File: config.mk
export PLATFORM = sky130hd
export DESIGN_NAME = cache_resize_ctrl
export DESIGN_NICKNAME = d
export VERILOG_FILES = /design/src/rtl/cr_pkg.sv /design/src/rtl/cr_interval_cnt.sv /design/src/rtl/cr_miss_cnt.sv /design/src/rtl/cr_resize_fsm.sv /design/src/rtl/cr_sect_mask.sv /design/src/rtl/cache_resize_ctrl.sv
export SDC_FILE = /design/constraint.sdc
export NUM_CORES = 1
export LEC_CHECK = 0
export ABC_AREA = 1
export BUFFER_PORTS_ARGS = -buffer_cell sky130_fd_sc_hd__buf_2
export CAP_MARGIN = 20
export CORE_ASPECT_RATIO = 1.2
export CORE_MARGIN = 2
export CORE_UTILIZATION = 50
export CTS_CLUSTER_SIZE = 14
export DETAILED_ROUTE_END_ITERATION = 10
export PLACE_DENSITY = 0.71
export SLEW_MARGIN = 40
export SYNTH_ARGS = -nofsm -noshare
export SYNTH_HDL_FRONTEND = slang
export SYNTH_SLANG_ARGS = --single-unit
File: constraint.sdc
create_clock -name clk -period 5.1 [get_ports clk]
set_input_delay 0.51 -clock clk [delete_from_list [all_inputs] [get_ports clk]]
set_output_delay 0.51 -clock clk [all_outputs]
set_load 0.05 [all_outputs]
File: src/rtl/cr_pkg.sv
package cr_pkg;

    // Controller states
    typedef enum logic [0:0] {
        ST_COUNT = 1'b0,   // accumulating retires and misses
        ST_EVAL  = 1'b1    // applying the decision of the interval just closed
    } cr_state_e;

    // Resize direction decided from a closed interval
    typedef enum logic [1:0] {
        DIR_HOLD   = 2'd0,
        DIR_GROW   = 2'd1,
        DIR_SHRINK = 2'd2
    } cr_dir_e;

endpackage

File: src/rtl/cr_interval_cnt.sv
// Counts retired instructions and flags the retire that closes an interval.
module cr_interval_cnt #(
    parameter int INT_W = 12
) (
    input  logic             clk,
    input  logic             rst_n,
    input  logic             retire_i,
    input  logic [INT_W-1:0] interval_i,
    output logic             close_o
);

    logic [INT_W-1:0] icnt_q;
    logic [INT_W:0]   eff_len;
    logic [INT_W:0]   icnt_inc;

    // A length of zero behaves as a length of one
    always_comb begin
        if (interval_i == '0) begin
            eff_len = (INT_W+1)'(1);
        end else begin
            eff_len = {1'b0, interval_i};
        end
        icnt_inc = {1'b0, icnt_q} + (INT_W+1)'(1);
    end

    // Greater-or-equal also closes at once if the length was lowered mid-interval
    assign close_o = retire_i && (icnt_inc >= eff_len);

    always_ff @(posedge clk or negedge rst_n) begin
        if (!rst_n) begin
            icnt_q <= '0;
        end else if (close_o) begin
            icnt_q <= '0;
        end else if (retire_i) begin
            icnt_q <= icnt_inc[INT_W-1:0];
        end
    end

endmodule

File: src/rtl/cr_miss_cnt.sv
// Saturating miss counter that restarts at an interval close.
module cr_miss_cnt #(
    parameter int CNT_W = 8
) (
    input  logic             clk,
    input  logic             rst_n,
    input  logic             miss_i,
    input  logic             close_i,
    output logic [CNT_W-1:0] count_o
);

    localparam logic [CNT_W-1:0] CNT_MAX = '1;

    logic [CNT_W-1:0] mcnt_q;

    always_ff @(posedge clk or negedge rst_n) begin
        if (!rst_n) begin
            mcnt_q <= '0;
        end else if (close_i) begin
            // a miss in the closing cycle opens the new interval's tally
            mcnt_q <= CNT_W'(miss_i);
        end else if (miss_i && (mcnt_q != CNT_MAX)) begin
            mcnt_q <= mcnt_q + CNT_W'(1);
        end
    end

    assign count_o = mcnt_q;

endmodule

File: src/rtl/cr_resize_fsm.sv
// Captures a closed interval's tally and steps the size index.
module cr_resize_fsm
    import cr_pkg::*;
#(
    parameter int CNT_W   = 8,
    parameter int IDX_W   = 3,
    parameter int MIN_IDX = 1,
    parameter int MAX_IDX = 4
) (
    input  logic             clk,
    input  logic             rst_n,
    input  logic             close_i,
    input  logic [CNT_W-1:0] miss_cnt_i,
    input  logic [CNT_W-1:0] thresh_i,
    output logic [IDX_W-1:0] idx_o,
    output logic             resize_o
);

    localparam logic [IDX_W-1:0] IDX_TOP = IDX_W'(MAX_IDX);
    localparam logic [IDX_W-1:0] IDX_BOT = IDX_W'(MIN_IDX);

    cr_state_e        state_q, state_nx;
    cr_dir_e          dir;
    logic [CNT_W-1:0] snap_cnt_q;
    logic [CNT_W-1:0] snap_thr_q;
    logic [IDX_W-1:0] idx_q, idx_nx;
    logic             resize_q;

    // State register
    always_ff @(posedge clk or negedge rst_n) begin
        if (!rst_n) begin
            state_q <= ST_COUNT;
        end else begin
            state_q <= state_nx;
        end
    end

    // Transitions: COUNT_TO_EVAL, EVAL_TO_EVAL, EVAL_TO_COUNT
    always_comb begin
        state_nx = state_q;
        unique case (state_q)
            ST_COUNT: state_nx = close_i ? ST_EVAL : ST_COUNT;
            ST_EVAL:  state_nx = close_i ? ST_EVAL : ST_COUNT;
            default:  state_nx = ST_COUNT;
        endcase
    end

    // Direction from the captured tally
    always_comb begin
        if (snap_cnt_q > snap_thr_q) begin
            dir = DIR_GROW;
        end else if (snap_cnt_q < snap_thr_q) begin
            dir = DIR_SHRINK;
        end else begin
            dir = DIR_HOLD;
        end
    end

    // Saturating one-step move
    always_comb begin
        idx_nx = idx_q;
        unique case (dir)
            DIR_GROW:   idx_nx = (idx_q >= IDX_TOP) ? IDX_TOP : idx_q + IDX_W'(1);
            DIR_SHRINK: idx_nx = (idx_q <= IDX_BOT) ? IDX_BOT : idx_q - IDX_W'(1);
            DIR_HOLD:   idx_nx = idx_q;
            default:    idx_nx = idx_q;
        endcase
    end

    // Outputs and captured data
    always_ff @(posedge clk or negedge rst_n) begin
        if (!rst_n) begin
            snap_cnt_q <= '0;
            snap_thr_q <= '0;
            idx_q      <= IDX_TOP;
            resize_q   <= 1'b0;
        end else begin
            if (close_i) begin
                snap_cnt_q <= miss_cnt_i;
                snap_thr_q <= thresh_i;
            end
            unique case (state_q)
                ST_EVAL: begin
                    idx_q    <= idx_nx;
                    resize_q <= (idx_nx != idx_q);
                end
                default: begin
                    resize_q <= 1'b0;
                end
            endcase
        end
    end

    assign idx_o    = idx_q;
    assign resize_o = resize_q;

endmodule

File: src/rtl/cr_sect_mask.sv
// Thermometer enable mask: section j is on when j < 2^idx.
module cr_sect_mask #(
    parameter int N_SECT = 16,
    parameter int IDX_W  = 3
) (
    input  logic [IDX_W-1:0]  idx_i,
    output logic [N_SECT-1:0] en_o
);

    logic [31:0] active_n;

    assign active_n = 32'(1) << idx_i;

    for (genvar j = 0; j < N_SECT; j++) begin : g_sect
        assign en_o[j] = (active_n > 32'(j));
    end

endmodule

File: src/rtl/cache_resize_ctrl.sv
module cache_resize_ctrl #(
    parameter int N_SECT  = 16,
    parameter int MIN_IDX = 1,
    parameter int CNT_W   = 8,
    parameter int INT_W   = 12,
    localparam int MAX_IDX = $clog2(N_SECT),
    localparam int IDX_W   = $clog2(MAX_IDX + 1)
) (
    input  logic              clk,
    input  logic              rst_n,
    input  logic              retire_i,
    input  logic              miss_i,
    input  logic [CNT_W-1:0]  thresh_i,
    input  logic [INT_W-1:0]  interval_i,
    output logic [IDX_W-1:0]  size_idx_o,
    output logic [N_SECT-1:0] sect_en_o,
    output logic              resize_o
);

    logic             close;
    logic [CNT_W-1:0] miss_cnt;

    cr_interval_cnt #(.INT_W(INT_W)) u_icnt (
        .clk        (clk),
        .rst_n      (rst_n),
        .retire_i   (retire_i),
        .interval_i (interval_i),
        .close_o    (close)
    );

    cr_miss_cnt #(.CNT_W(CNT_W)) u_mcnt (
        .clk     (clk),
        .rst_n   (rst_n),
        .miss_i  (miss_i),
        .close_i (close),
        .count_o (miss_cnt)
    );

    cr_resize_fsm #(
        .CNT_W   (CNT_W),
        .IDX_W   (IDX_W),
        .MIN_IDX (MIN_IDX),
        .MAX_IDX (MAX_IDX)
    ) u_fsm (
        .clk        (clk),
        .rst_n      (rst_n),
        .close_i    (close),
        .miss_cnt_i (miss_cnt),
        .thresh_i   (thresh_i),
        .idx_o      (size_idx_o),
        .resize_o   (resize_o)
    );

    cr_sect_mask #(.N_SECT(N_SECT), .IDX_W(IDX_W)) u_mask (
        .idx_i (size_idx_o),
        .en_o  (sect_en_o)
    );

endmodule

==> results.json <==
{
  "postCtsSetupBuffers": 0,
  "core-area_sq_um": 5630,
  "drt-total-wl_microns": 5870,
  "slew_headroom_pct": 60.9,
  "synth.distinct_cells": 31,
  "avgSynthCellArea_sq_um": 7.50,
  "r2r-start": "u_icnt.icnt_q[0]",
  "drt-wirelength-per-cell_microns": 11.8,
  "drt.antenna.violating_nets": 0,
  "first_pass_iters": 4,
  "io_buffers": 43,
  "cts_hold_buf": 0,
  "place_worst_setup_slack_ns": 1.92,
  "dieArea_sq_um": 6450,
  "synth_area_leader_cell": "dfrtp_1",
  "grt_max_degree": 42,
  "drt-initial-drc-count": 173,
  "antenna_found_initial": 0,
  "startpoint": "u_icnt.icnt_q[0]",
  "finish.utilization_pct": 57.5,
  "clock_path_buffers": 2,
  "final_nets": 484,
  "vias_per_cell": 5.13,
  "grt_use_total_pct": 19.9,
  "drive_above_1_share_pct": 17.1,
  "synth_commonest_cells": "nand2_1, inv_1, dfrtp_1, nand3_1, nor2_1",
  "layout_setup_ws_ns": 1.91,
  "cts_tree": "built",
  "skew_ns": 0.00846,
  "path_class": "flop to flop",
  "cpPeakStageDelay_ns": 0.41,
  "ios": 44,
  "hold_viol": 0,
  "stdcell_area_sq_um": 3240,
  "worstPathBufferInverterCount": 2,
  "synth_top_area_share_pct": 34.4,
  "finalCritPeriodShare_pct": 62.6,
  "clock_latency_ns": 0.30,
  "start_kind": "flop",
  "synth-edff-count": 0,
  "drcViolationCount": 0,
  "tightest_slew_ns": 0.581,
  "cts_buffers": 5,
  "outcome": "finished, final reports clean",
  "antenna_cells": 0,
  "crit_top_cell": "nand2_1",
  "async_flop_share_pct": 100,
  "final.min_clock_period_ns": 3.19,
  "p_per_area_nw_per_um2": 315,
  "required_ns": 5.28,
  "syn_nets": 441,
  "synth_top_flop_cell": "dfrtp_1",
  "grt_pass1_vias": 2423,
  "fp-row-count": 30,
  "cp_cell_sequence": "ha_1 -> nand3_1 -> inv_1 -> nand2_1 -> xor2_1 -> ha_1 -> nand2_1 -> nor2_1 -> nand2_1 -> nor3_1 -> nor2_1 -> nand2_1 -> nand2_1 -> nand2_2 -> nand2_2 -> inv_1 -> nor2_1",
  "setup_tns_ns": 0,
  "synthCells": 388,
  "crit_path_end_kind": "flop",
  "rsz0062_at_grt": "no",
  "postCtsResizedCells": 0,
  "yosysWarnings": 0,
  "die_x_microns": 73.6,
  "routabilityCongestion": 0.793,
  "cp_slowest_cell": "dfrtp_1",
  "dr_total_vias": 2546,
  "critical_path.top_delay_family": "simple AND/OR/NAND/NOR gates",
  "start_util_pct": 51.7,
  "die_h_microns": 87.6,
  "grt_pass1_wl_microns": 10200,
  "hp-class": "input port to asynchronous set/reset pin",
  "clk_pin_slew_ns": 0.09,
  "fmax_mhz": 313,
  "place_area_sq_um": 3150,
  "clockRootBuffer": "clkbuf_8",
  "ys_ff_latch": 41,
  "gr-total-overflow": 0,
  "critPathArrivalTime_ns": 3.38,
  "drv_cap": 0,
  "synth.top_cells.by_area": "dfrtp_1, nand2_1, ha_1",
  "yosysSeqAreaShare_pct": 35.3,
  "peakVddDrop_mv": 0.169,
  "p_leak_uw": 0.00189,
  "final-max-slew-violation-count": 0,
  "areaGrowthSynthToFinish_pct": 11.4,
  "cts_max_level": 2,
  "dp_hpwl_microns": 4450,
  "cts_sinks": 41,
  "critPathMaxFanout": 20,
  "yosys.cell_count.top_type": "nand2_1",
  "synth_area_sq_um": 2910,
  "finalSetupViolations": 0
}
[registers in the layout, summed over array words and instances, names as in the netlist]
signal	flops
u_fsm.snap_cnt_q	8
u_fsm.snap_thr_q	8
u_mcnt.count_o	8
u_fsm.resize_o	1
u_icnt.icnt_q	12
u_fsm.state_q	1
u_fsm.idx_o	3
[layer usage]
metal,track usage (%),wire [microns],up-vias,part of all wire [%]
li1,-,-,1324,-
met1,24.4,2700,1162,46
met4,6.94,90,0,1.5
met3,1.96,182,6,3.1
met2,36.1,2900,54,49
met5,0,0,-,0
[through the flow]
step	total power [uW]	hold slack [ns]	std cells
after floorplan	721	0.214	388
after global placement	799	0.458	488
after detailed placement	812	0.460	488
after CTS	1030	0.200	496
after global routing	1100	0.221	496
final	1020	0.181	496
[worst paths after layout]
kind / to / slack [ns] / depth (start not counted)
setup / recovery: u_mcnt.count_o[5] / 1.91 / 17
setup reg to reg: u_mcnt.count_o[5] / 1.91 / 17
hold / removal: u_fsm.snap_thr_q[5] / 0.18 / 1
min in group clk: u_fsm.snap_thr_q[7] / 0.44 / 3
max in group asynchronous: u_fsm.idx_o[2] / 4.53 / 1
hold reg to reg: u_fsm.snap_thr_q[4] / 0.48 / 2
[kinds of logic after synthesis]
family	share of synthesized area, %
adders and majority gates	12.5
xor gates and xnor gates	4.82
AOI/OAI and AO/OA	6.15
buffers and inverters	9.33
and+or+nand+nor	31.9
DFF	35.3
[cell type report]
| type | instances | area [sq um] |
|---|---|---|
| clock buffer | 5 | 68.8 |
| clock inverter | 3 | 21.3 |
| fill | 539 | 2390 |
| inverter | 57 | 214 |
| multi-input combinational | 283 | 1610 |
| sequential | 41 | 1030 |
| tap | 64 | 80.1 |
| timing repair buffer | 43 | 218 |
[where the power goes]
part | leakage (uW) | switching, uW | internal [uW] | total, uW
combinational | 0.00131 | 228 | 131 | 360
sequential | 0.000537 | 61.7 | 383 | 445
clock | 0.0000445 | 119 | 97.1 | 217
total | 0.00189 | 409 | 612 | 1020
[placed cells by master (no fill, tap or decap), drive strengths merged, types with 2 or more instances in the layout]
master,count
nand2,122
inv,58
buf,43
dfrtp,40
nand3,37
nor2,35
ha,29
xor2,12
o21ai,11
a21oi,8
nand4,6
o211ai,5
clkbuf,5
nor4,4
xnor2,4
nor3,3
o31ai,2
No activity file was read; power rests on OpenSTA's default activity.
